$ cat config.mk
export PLATFORM = sky130hd
export DESIGN_NAME = eodv_monitor
export DESIGN_NICKNAME = d
export VERILOG_FILES = /design/src/rtl/eodv_pkg.sv /design/src/rtl/eodv_thresh_reg.sv /design/src/rtl/eodv_run_qual.sv /design/src/rtl/eodv_monitor.sv
export SDC_FILE = /design/constraint.sdc
export NUM_CORES = 1
export LEC_CHECK = 0
export ABC_AREA = 1
export BUFFER_PORTS_ARGS = -buffer_cell sky130_fd_sc_hd__buf_2
export CORE_MARGIN = 4
export CORE_UTILIZATION = 35
export DETAILED_ROUTE_END_ITERATION = 8
export PLACE_DENSITY_LB_ADDON = 0.2
export SYNTH_ARGS = -nofsm -noshare
export SYNTH_HDL_FRONTEND = slang
export SYNTH_SLANG_ARGS = --single-unit
$ cat constraint.sdc
create_clock -name clk -period 2.9 [get_ports clk]
set_clock_uncertainty 0.05 [all_clocks]
set_input_delay 0.87 -clock clk [delete_from_list [all_inputs] [get_ports clk]]
set_output_delay 0.87 -clock clk [all_outputs]
set_load 0.02 [all_outputs]
$ cat src/rtl/eodv_pkg.sv
package eodv_pkg;

    // Number of monitored levels and their indices.
    localparam int unsigned NUM_LEVELS = 2;
    localparam int unsigned LVL_FIRST  = 0;
    localparam int unsigned LVL_FINAL  = 1;

    // Run-qualifier states.
    typedef enum logic [1:0] {
        Q_CLEAR   = 2'd0,
        Q_RUN     = 2'd1,
        Q_LATCHED = 2'd2
    } qual_state_t;

endpackage

$ cat src/rtl/eodv_thresh_reg.sv
module eodv_thresh_reg #(
    parameter int unsigned        CODE_W       = 8,
    parameter logic [CODE_W-1:0]  THR_RESET    = 8'hA2,
    parameter int unsigned        FINAL_OFFSET = 21
) (
    input  logic              clk,
    input  logic              rst,
    input  logic              wr_en,
    input  logic [CODE_W-1:0] wr_data,
    output logic [CODE_W-1:0] thr_first,
    output logic [CODE_W-1:0] thr_final
);

    localparam logic [CODE_W-1:0] OFFSET_CODE = CODE_W'(FINAL_OFFSET);

    logic [CODE_W-1:0] thr_q;

    always_ff @(posedge clk) begin
        if (rst) begin
            thr_q <= THR_RESET;
        end else if (wr_en) begin
            thr_q <= wr_data;
        end
    end

    // Final level sits a fixed number of codes lower, floored at zero.
    always_comb begin
        thr_first = thr_q;
        if (thr_q >= OFFSET_CODE) begin
            thr_final = thr_q - OFFSET_CODE;
        end else begin
            thr_final = '0;
        end
    end

endmodule

$ cat src/rtl/eodv_run_qual.sv
module eodv_run_qual
    import eodv_pkg::*;
#(
    parameter int unsigned RUN_LEN = 8
) (
    input  logic clk,
    input  logic rst,
    input  logic sample_ok,
    input  logic is_low,
    input  logic restart,
    output logic tripped
);

    localparam int unsigned     CNT_W     = $clog2(RUN_LEN + 1);
    localparam logic [CNT_W-1:0] LAST_CNT = CNT_W'(RUN_LEN - 1);

    qual_state_t      state_q, state_nx;
    logic [CNT_W-1:0] count_q, count_nx;
    logic             low_seen;
    logic             high_seen;

    // A sample that coincides with a restart is discarded.
    assign low_seen  = sample_ok && is_low  && !restart;
    assign high_seen = sample_ok && !is_low && !restart;

    // State register.
    always_ff @(posedge clk) begin
        if (rst) begin
            state_q <= Q_CLEAR;
            count_q <= '0;
        end else begin
            state_q <= state_nx;
            count_q <= count_nx;
        end
    end

    // Next-state logic.
    always_comb begin
        state_nx = state_q;
        count_nx = count_q;
        unique case (state_q)
            Q_CLEAR: begin
                if (low_seen) begin
                    if (RUN_LEN <= 1) begin
                        state_nx = Q_LATCHED;          // trip
                    end else begin
                        state_nx = Q_RUN;              // start
                        count_nx = CNT_W'(1);
                    end
                end
            end
            Q_RUN: begin
                if (restart || high_seen) begin
                    state_nx = Q_CLEAR;                // restart / break
                    count_nx = '0;
                end else if (low_seen) begin
                    if (count_q == LAST_CNT) begin
                        state_nx = Q_LATCHED;          // trip
                        count_nx = '0;
                    end else begin
                        count_nx = count_q + 1'b1;     // extend
                    end
                end
            end
            Q_LATCHED: begin
                state_nx = Q_LATCHED;                  // hold
            end
            default: begin
                state_nx = Q_CLEAR;
                count_nx = '0;
            end
        endcase
    end

    // Output logic.
    always_comb begin
        tripped = (state_q == Q_LATCHED);
    end

endmodule

$ cat src/rtl/eodv_monitor.sv
module eodv_monitor
    import eodv_pkg::*;
#(
    parameter int unsigned        CODE_W       = 8,
    parameter int unsigned        RUN_LEN      = 8,
    parameter logic [CODE_W-1:0]  THR_RESET    = 8'hA2,
    parameter int unsigned        FINAL_OFFSET = 21
) (
    input  logic              clk,
    input  logic              rst,
    input  logic              smp_valid,
    input  logic [CODE_W-1:0] smp_code,
    input  logic              thr_wr_en,
    input  logic [CODE_W-1:0] thr_wr_data,
    output logic [CODE_W-1:0] thr_code,
    output logic              warn_first,
    output logic              warn_final
);

    logic [CODE_W-1:0]     level_thr [NUM_LEVELS];
    logic [NUM_LEVELS-1:0] level_trip;

    eodv_thresh_reg #(
        .CODE_W       (CODE_W),
        .THR_RESET    (THR_RESET),
        .FINAL_OFFSET (FINAL_OFFSET)
    ) u_thr (
        .clk       (clk),
        .rst       (rst),
        .wr_en     (thr_wr_en),
        .wr_data   (thr_wr_data),
        .thr_first (level_thr[LVL_FIRST]),
        .thr_final (level_thr[LVL_FINAL])
    );

    for (genvar g = 0; g < NUM_LEVELS; g++) begin : g_level
        logic below;
        assign below = (smp_code < level_thr[g]);

        eodv_run_qual #(
            .RUN_LEN (RUN_LEN)
        ) u_qual (
            .clk       (clk),
            .rst       (rst),
            .sample_ok (smp_valid),
            .is_low    (below),
            .restart   (thr_wr_en),
            .tripped   (level_trip[g])
        );
    end

    assign thr_code   = level_thr[LVL_FIRST];
    assign warn_first = level_trip[LVL_FIRST];
    assign warn_final = level_trip[LVL_FINAL];

endmodule

Word level (Yosys, flattened, before mapping) --
Index checks and enable logic that the tools add are counted.
Storage, ports and cells: register bits after elaboration 20, input bits 20, output and inout port bits 10
Cells by class: add/subtract/negate cells 3, equal/unequal tests 12, reductions and logical operators 19, multiplexer cells 21, bitwise logic cells 2, magnitude comparators 3
Operators by type and width (number):
- $mux 4 | 8
- $pmux 4 s3 | 2
- $lt 8x8->1 | 2
- $mux 2 | 8
- $ne 3x1->1 const B | 4
- $pmux 2 s3 | 2
- $reduce_and 3->1 | 4
- $add 4x1->4 const B | 2
- $eq 4x3->1 const B | 2
- $ge 8x5->1 const B | 1
- $logic_and 1x1->1 | 8
- $mux 8 | 1
- $sub 8x5->8 const B | 1
- $eq 2x1->1 const B | 2
- $eq 2x2->1 const B | 2
- $logic_not 2->1 | 2
- $ne 2x1->1 const B | 2
- $logic_not 1->1 | 3
- $logic_or 1x1->1 | 2
- $not 1->1 | 2

Depth between registers and ports, before layout --
word-level depth 9, mapped depth 20

Modules after synthesis --
From an unflattened synthesis, not the netlist that was laid out.
Unflattened totals: cell total of the unflattened synthesis 268, area, all modules 1640.3 um^2
By module, submodules not included:
- eodv_run_qual | area each 377.9 um^2, instances 2, seq. area each 120.1 um^2, cells an instance 62
- eodv_thresh_reg | area each 513.0 um^2, instances 1, seq. area each 160.2 um^2, cells an instance 83
- eodv_monitor | area each 371.6 um^2, instances 1, seq. area each 0.0 um^2, cells an instance 61

Worst setup path before layout --
OpenSTA, ideal clock, no wires.
kind reg-to-reg, start point register u_thr.thr_q[0], in the netlist u_thr.thr_first[0], end point register g_level[1].u_qual.count_q[0], setup time 0.069 ns, required time 2.781 ns, setup slack 0.450 ns, arrival time 2.331 ns, cell stages (with the launch flop) 18, cells stage by stage dfxtp_1 -> inv_1 -> a21oi_1 -> nor2_1 -> nor2_1 -> inv_1 -> nand2_1 -> xor2_1 -> nand2_1 -> ha_1 -> a21oi_1 -> o21a_1 -> nand3_2 -> nand2_4 -> nand3b_4 -> inv_4 -> nand2_2 -> a21oi_2
On the way: cells in the longest elaborated chain, start to end 9
Ends and longest elaborated chain:
- start, declared | line eodv_thresh_reg.sv:16 | logic [CODE_W-1:0] thr_q;
- start signal, assigned | line eodv_thresh_reg.sv:22 | thr_q <= wr_data;
- $sub 8x5->8 / $ge 8x5->1 (equally long branches) | line eodv_thresh_reg.sv:30, eodv_thresh_reg.sv:29
- $mux 8 * | line eodv_thresh_reg.sv:29 | if (thr_q >= OFFSET_CODE) begin
- $lt 8x8->1 * | line eodv_monitor.sv:38 | assign below = (smp_code < level_thr[g]);
- $logic_not 1->1 | line eodv_run_qual.sv:24 | assign high_seen = sample_ok && !is_low && !restart;
- $logic_and 1x1->1 (2 in a row) | line eodv_run_qual.sv:24
- $logic_or 1x1->1 | line eodv_run_qual.sv:53 | if (restart || high_seen) begin
- $ne 3x1->1 (no line) / $mux 4 (equally long branches)
- $reduce_and 3->1 (no line) / $pmux 4 s3 (equally long branches)
- end signal, assigned | line eodv_run_qual.sv:33 | count_q <= count_nx;
- end, declared | line eodv_run_qual.sv:18 | logic [CNT_W-1:0] count_q, count_nx;
Every way passes the cells marked *; elsewhere a longest branch is shown, timed or not. A chain may end at the register's enable or synchronous reset.

Final worst setup path --
Ends and elaborated chain as after synthesis.

==> summary.md <==
| Metric | Value |
|---|---|
| CP required | `between 3 and 4 ns` |
| Clock H-tree levels | `1` |
| Num CTS Buffers | `3` |
| Final period utilization | `88.8%` |
| Commonest non-fill, non-tap cell in the layout | `nand2_1` |
| Number of global-route vias before repair | `between 1000 and 1500` |
| Syn nets | `255` |
| DRT Wirelength | `3.42 mm` |
| Syn Inst Count | `217` |
| Sequential element share of the synthesized area | `roughly a quarter` |
| Avg WL per Cell | `11.5 µm` |
| Worst path cell trace | `inv_1 -> a21oi_2 -> nor2_1 -> nor2_1 -> inv_1 -> nand2_1 -> xor2_1 -> nand2_1 -> ha_1 -> a21oi_1 -> o21a_1 -> nand3_2 -> nand2_4 -> nand3b_4 -> inv_4 -> nand2_2 -> a21oi_2` |
| Via density | `around 4.8` |
| Yosys warning total | `0` |
| Met3 WL post-DR | `163 µm` |
| Chip height | `approximately 74 µm` |
| Cell Area, Synth | `1530 µm²` |
| Clock slew at reported path FFs | `0.08 ns` |
| Initial drt markers | `92` |
| M1 WL | `1.76 mm` |
| Xor-xnor portion of the synthesized cell area | `2.86%` |
| Worst min-delay path class | `flip-flop to flip-flop` |
| Min cycle time layout | `2.58 ns` |
| Fill count | `446` |
| Switching Fraction | `39.9%` |
| Fin nets | `287` |
| Top Ports | `30` |
| Final Hold Viols | `0` |
| Worst Tran Pin Value | `approximately 0.28 ns` |
| Max VDD drop | `roughly 0.28 mV` |
| Crit path DAT | `2.73 ns` |
| CTS tree | `yes` |
| Detail Route met2 WL | `1.48 mm` |
| # rows | `23` |
| Multi-input logic area | `992 µm²` |
| Post-CTS Setup Bufs | `0` |
| Outcome | `complete, no violations` |
| Syn Area/Cell | `7.06 µm²` |
| Cell variety after synth | `25` |
| Initial antenna violation count | `0` |
| Largest family of logic cells by synthesized area | `simple AND/OR/NAND/NOR gates` |
| Mux contribution to synthesized area | `0%` |
| CTS root buf | `clkbuf_8` |
| Setup crit start kind | `flip-flop` |
| Register area | `around 400 µm²` |
| N_diodes | `0` |
| Max Slew Vio Count | `0` |
| Setup tns final | `0 ns` |
| Top Layer Used | `met4` |
| Final setup vio count | `0` |
| Most frequent cells in the layout | `nand2_1 (37), inv_1 (30), buf_2 (29)` |
| Initial Util | `37.2%` |
| Vias | `1434` |
| Simple-Gate Fraction of Synth Area | `31.9%` |
| Clk sinks | `20` |
| Grt total ovfl | `0` |
| CTS max path bufs | `2` |
| Number of I/O port buffers | `29` |
| Compound-cell area share of the yosys netlist | `15.0%` |
| Clock Power Share | `22.0%` |
| Max-Cap Viols | `0` |
| Gate power share | `41.6%` |
| Unrepaired setup endpoints after global routing | `false` |
| Clock Latency Late Sink | `0.26 ns` |
| Sw power | `0.000390 W` |
| Rel. slew slack | `81.4%` |
| Setup CP Type | `flip-flop to flip-flop` |
| CP Capture Type | `flip-flop` |
| FMAX | `0.388 GHz` |
| DR DRC count | `0` |
| GRT Util Overall | `13.7%` |
| Power per cell area | `546 nW/µm²` |
| CORE AREA | `4120 µm²` |
| Pin count of the biggest net entering global routing | `14` |
| Remaining antenna violation count after routing | `0` |
| Routability cong. | `0.826` |
| Register bit total from synthesis | `20` |
| Area added between synthesis and finish | `17.1%` |
| Leakage | `0.872 nW` |
| Critical Path Fanout Max | `5` |
| Post-Route Utilization | `43.6%` |
| Share of layout cells above drive strength 1 | `24.2%` |
| Internal cell power | `0.000589 W` |
| Worst path slowest cell | `dfxtp_1` |
| CP peak stage delay | `0.39 ns` |
| Die area | `5500 µm²` |
| Die width | `74.2 µm` |
| Sequential power share | `36.4%` |
| Initial DRT Pass Iterations | `4` |
| First-pass GRT wire length | `about 6 mm` |
| HPWL after detailed placement | `2.79 mm` |
| Synth Area in Adders | `14.7%` |
[stage by stage]
stage	cells	hold WS (ns)	area, µm²	power, W	setup slack, ns
after floorplan	217	0.412	1530	0.000674	0.450
after global placement	294	0.442	1730	0.000772	0.289
after detailed placement	294	0.445	1730	0.000771	0.302
after CTS	298	0.458	1790	0.000989	0.279
after global routing	298	0.484	1790	0.00107	0.00961
final	298	0.454	1790	0.000979	0.324
[what timing repair did]
item / CTS / global route
resized for setup: 0 / 1
endpoints found under the setup margin: 0 / 4
hold buffers: 0 / 0
[synth_stat cells (all sizes together)]
| cell | number | area [µm²] |
|---|---|---|
| o21a | 4 | 30.0 |
| nand2 | 49 | 224 |
| ha | 18 | 225 |
| a21oi | 25 | 140 |
| nand3b | 2 | 27.5 |
| clkinv | 2 | 7.51 |
| xnor2 | 1 | 8.76 |
| nand4 | 9 | 56.3 |
| o21ai | 12 | 60.1 |
| nand3 | 17 | 105 |
| clkbuf | 3 | 12.5 |
| xor2 | 4 | 35.0 |
| nor2 | 19 | 76.3 |
| dfxtp | 20 | 400 |
| inv | 32 | 123 |
[worst paths after layout]
path / slack (ns) / startpoint / cells past startpoint / endpoint
min: 0.45 / g_level[0].u_qual.count_q[3] / 2 / g_level[0].u_qual.count_q[3]
min reg2reg: 0.45 / g_level[0].u_qual.count_q[3] / 2 / g_level[0].u_qual.count_q[3]
max: 0.32 / u_thr.thr_first[0] / 17 / g_level[1].u_qual.count_q[0]
max reg2reg: 0.32 / u_thr.thr_first[0] / 17 / g_level[1].u_qual.count_q[0]
[worst max-delay path: cells and delay by family (launching register included)]
family / cells / cell delay [ns]
AND/OR/NAND/NOR: 8 / 0.70
AO/OA/AOI/OAI: 4 / 0.66
flip-flops: 1 / 0.39
buffers and inverters: 3 / 0.29
adder cells (fa/ha/maj): 1 / 0.28
XOR/XNOR: 1 / 0.14
[power groups by stage]
stage	sequential (W)	combinational, W	clock (W)
floorplan	0.000361	0.000313	0
global placement	0.000361	0.000410	0
detailed placement	0.000361	0.000411	0
CTS	0.000355	0.000413	0.000221
global route	0.000362	0.000473	0.000234
finish	0.000356	0.000407	0.000216
[flip-flops by register name, summed over array words and instances, names as in the netlist]
register,flops
g_level.u_qual.state_q,4
u_thr.thr_first,8
g_level.u_qual.count_q,8
[cell families after synthesis]
kind of cell / count (synthesis)
flip-flops: 20
buffers and inverters: 37
AND/OR/NAND/NOR: 96
adder cells (fa/ha/maj): 18
XOR/XNOR: 5
AO/OA/AOI/OAI: 41
[per-layer routing]
metal  up-vias  global-route usage (%)
met5         -                       0
met1       626                    19.8
met2        21                    20.9
met4         0                    1.81
met3         2                    3.92
li1        785                       -
[area by class of cell]
type	count	share of cell area [%]
clock buffers	4	3.07
well taps	50	3.49
multi-input cells	160	55.3
repair buffers	30	8.51
flip-flops and latches	20	22.3
inverters	34	7.26
Note: power is estimated with default switching activity, not from simulation.
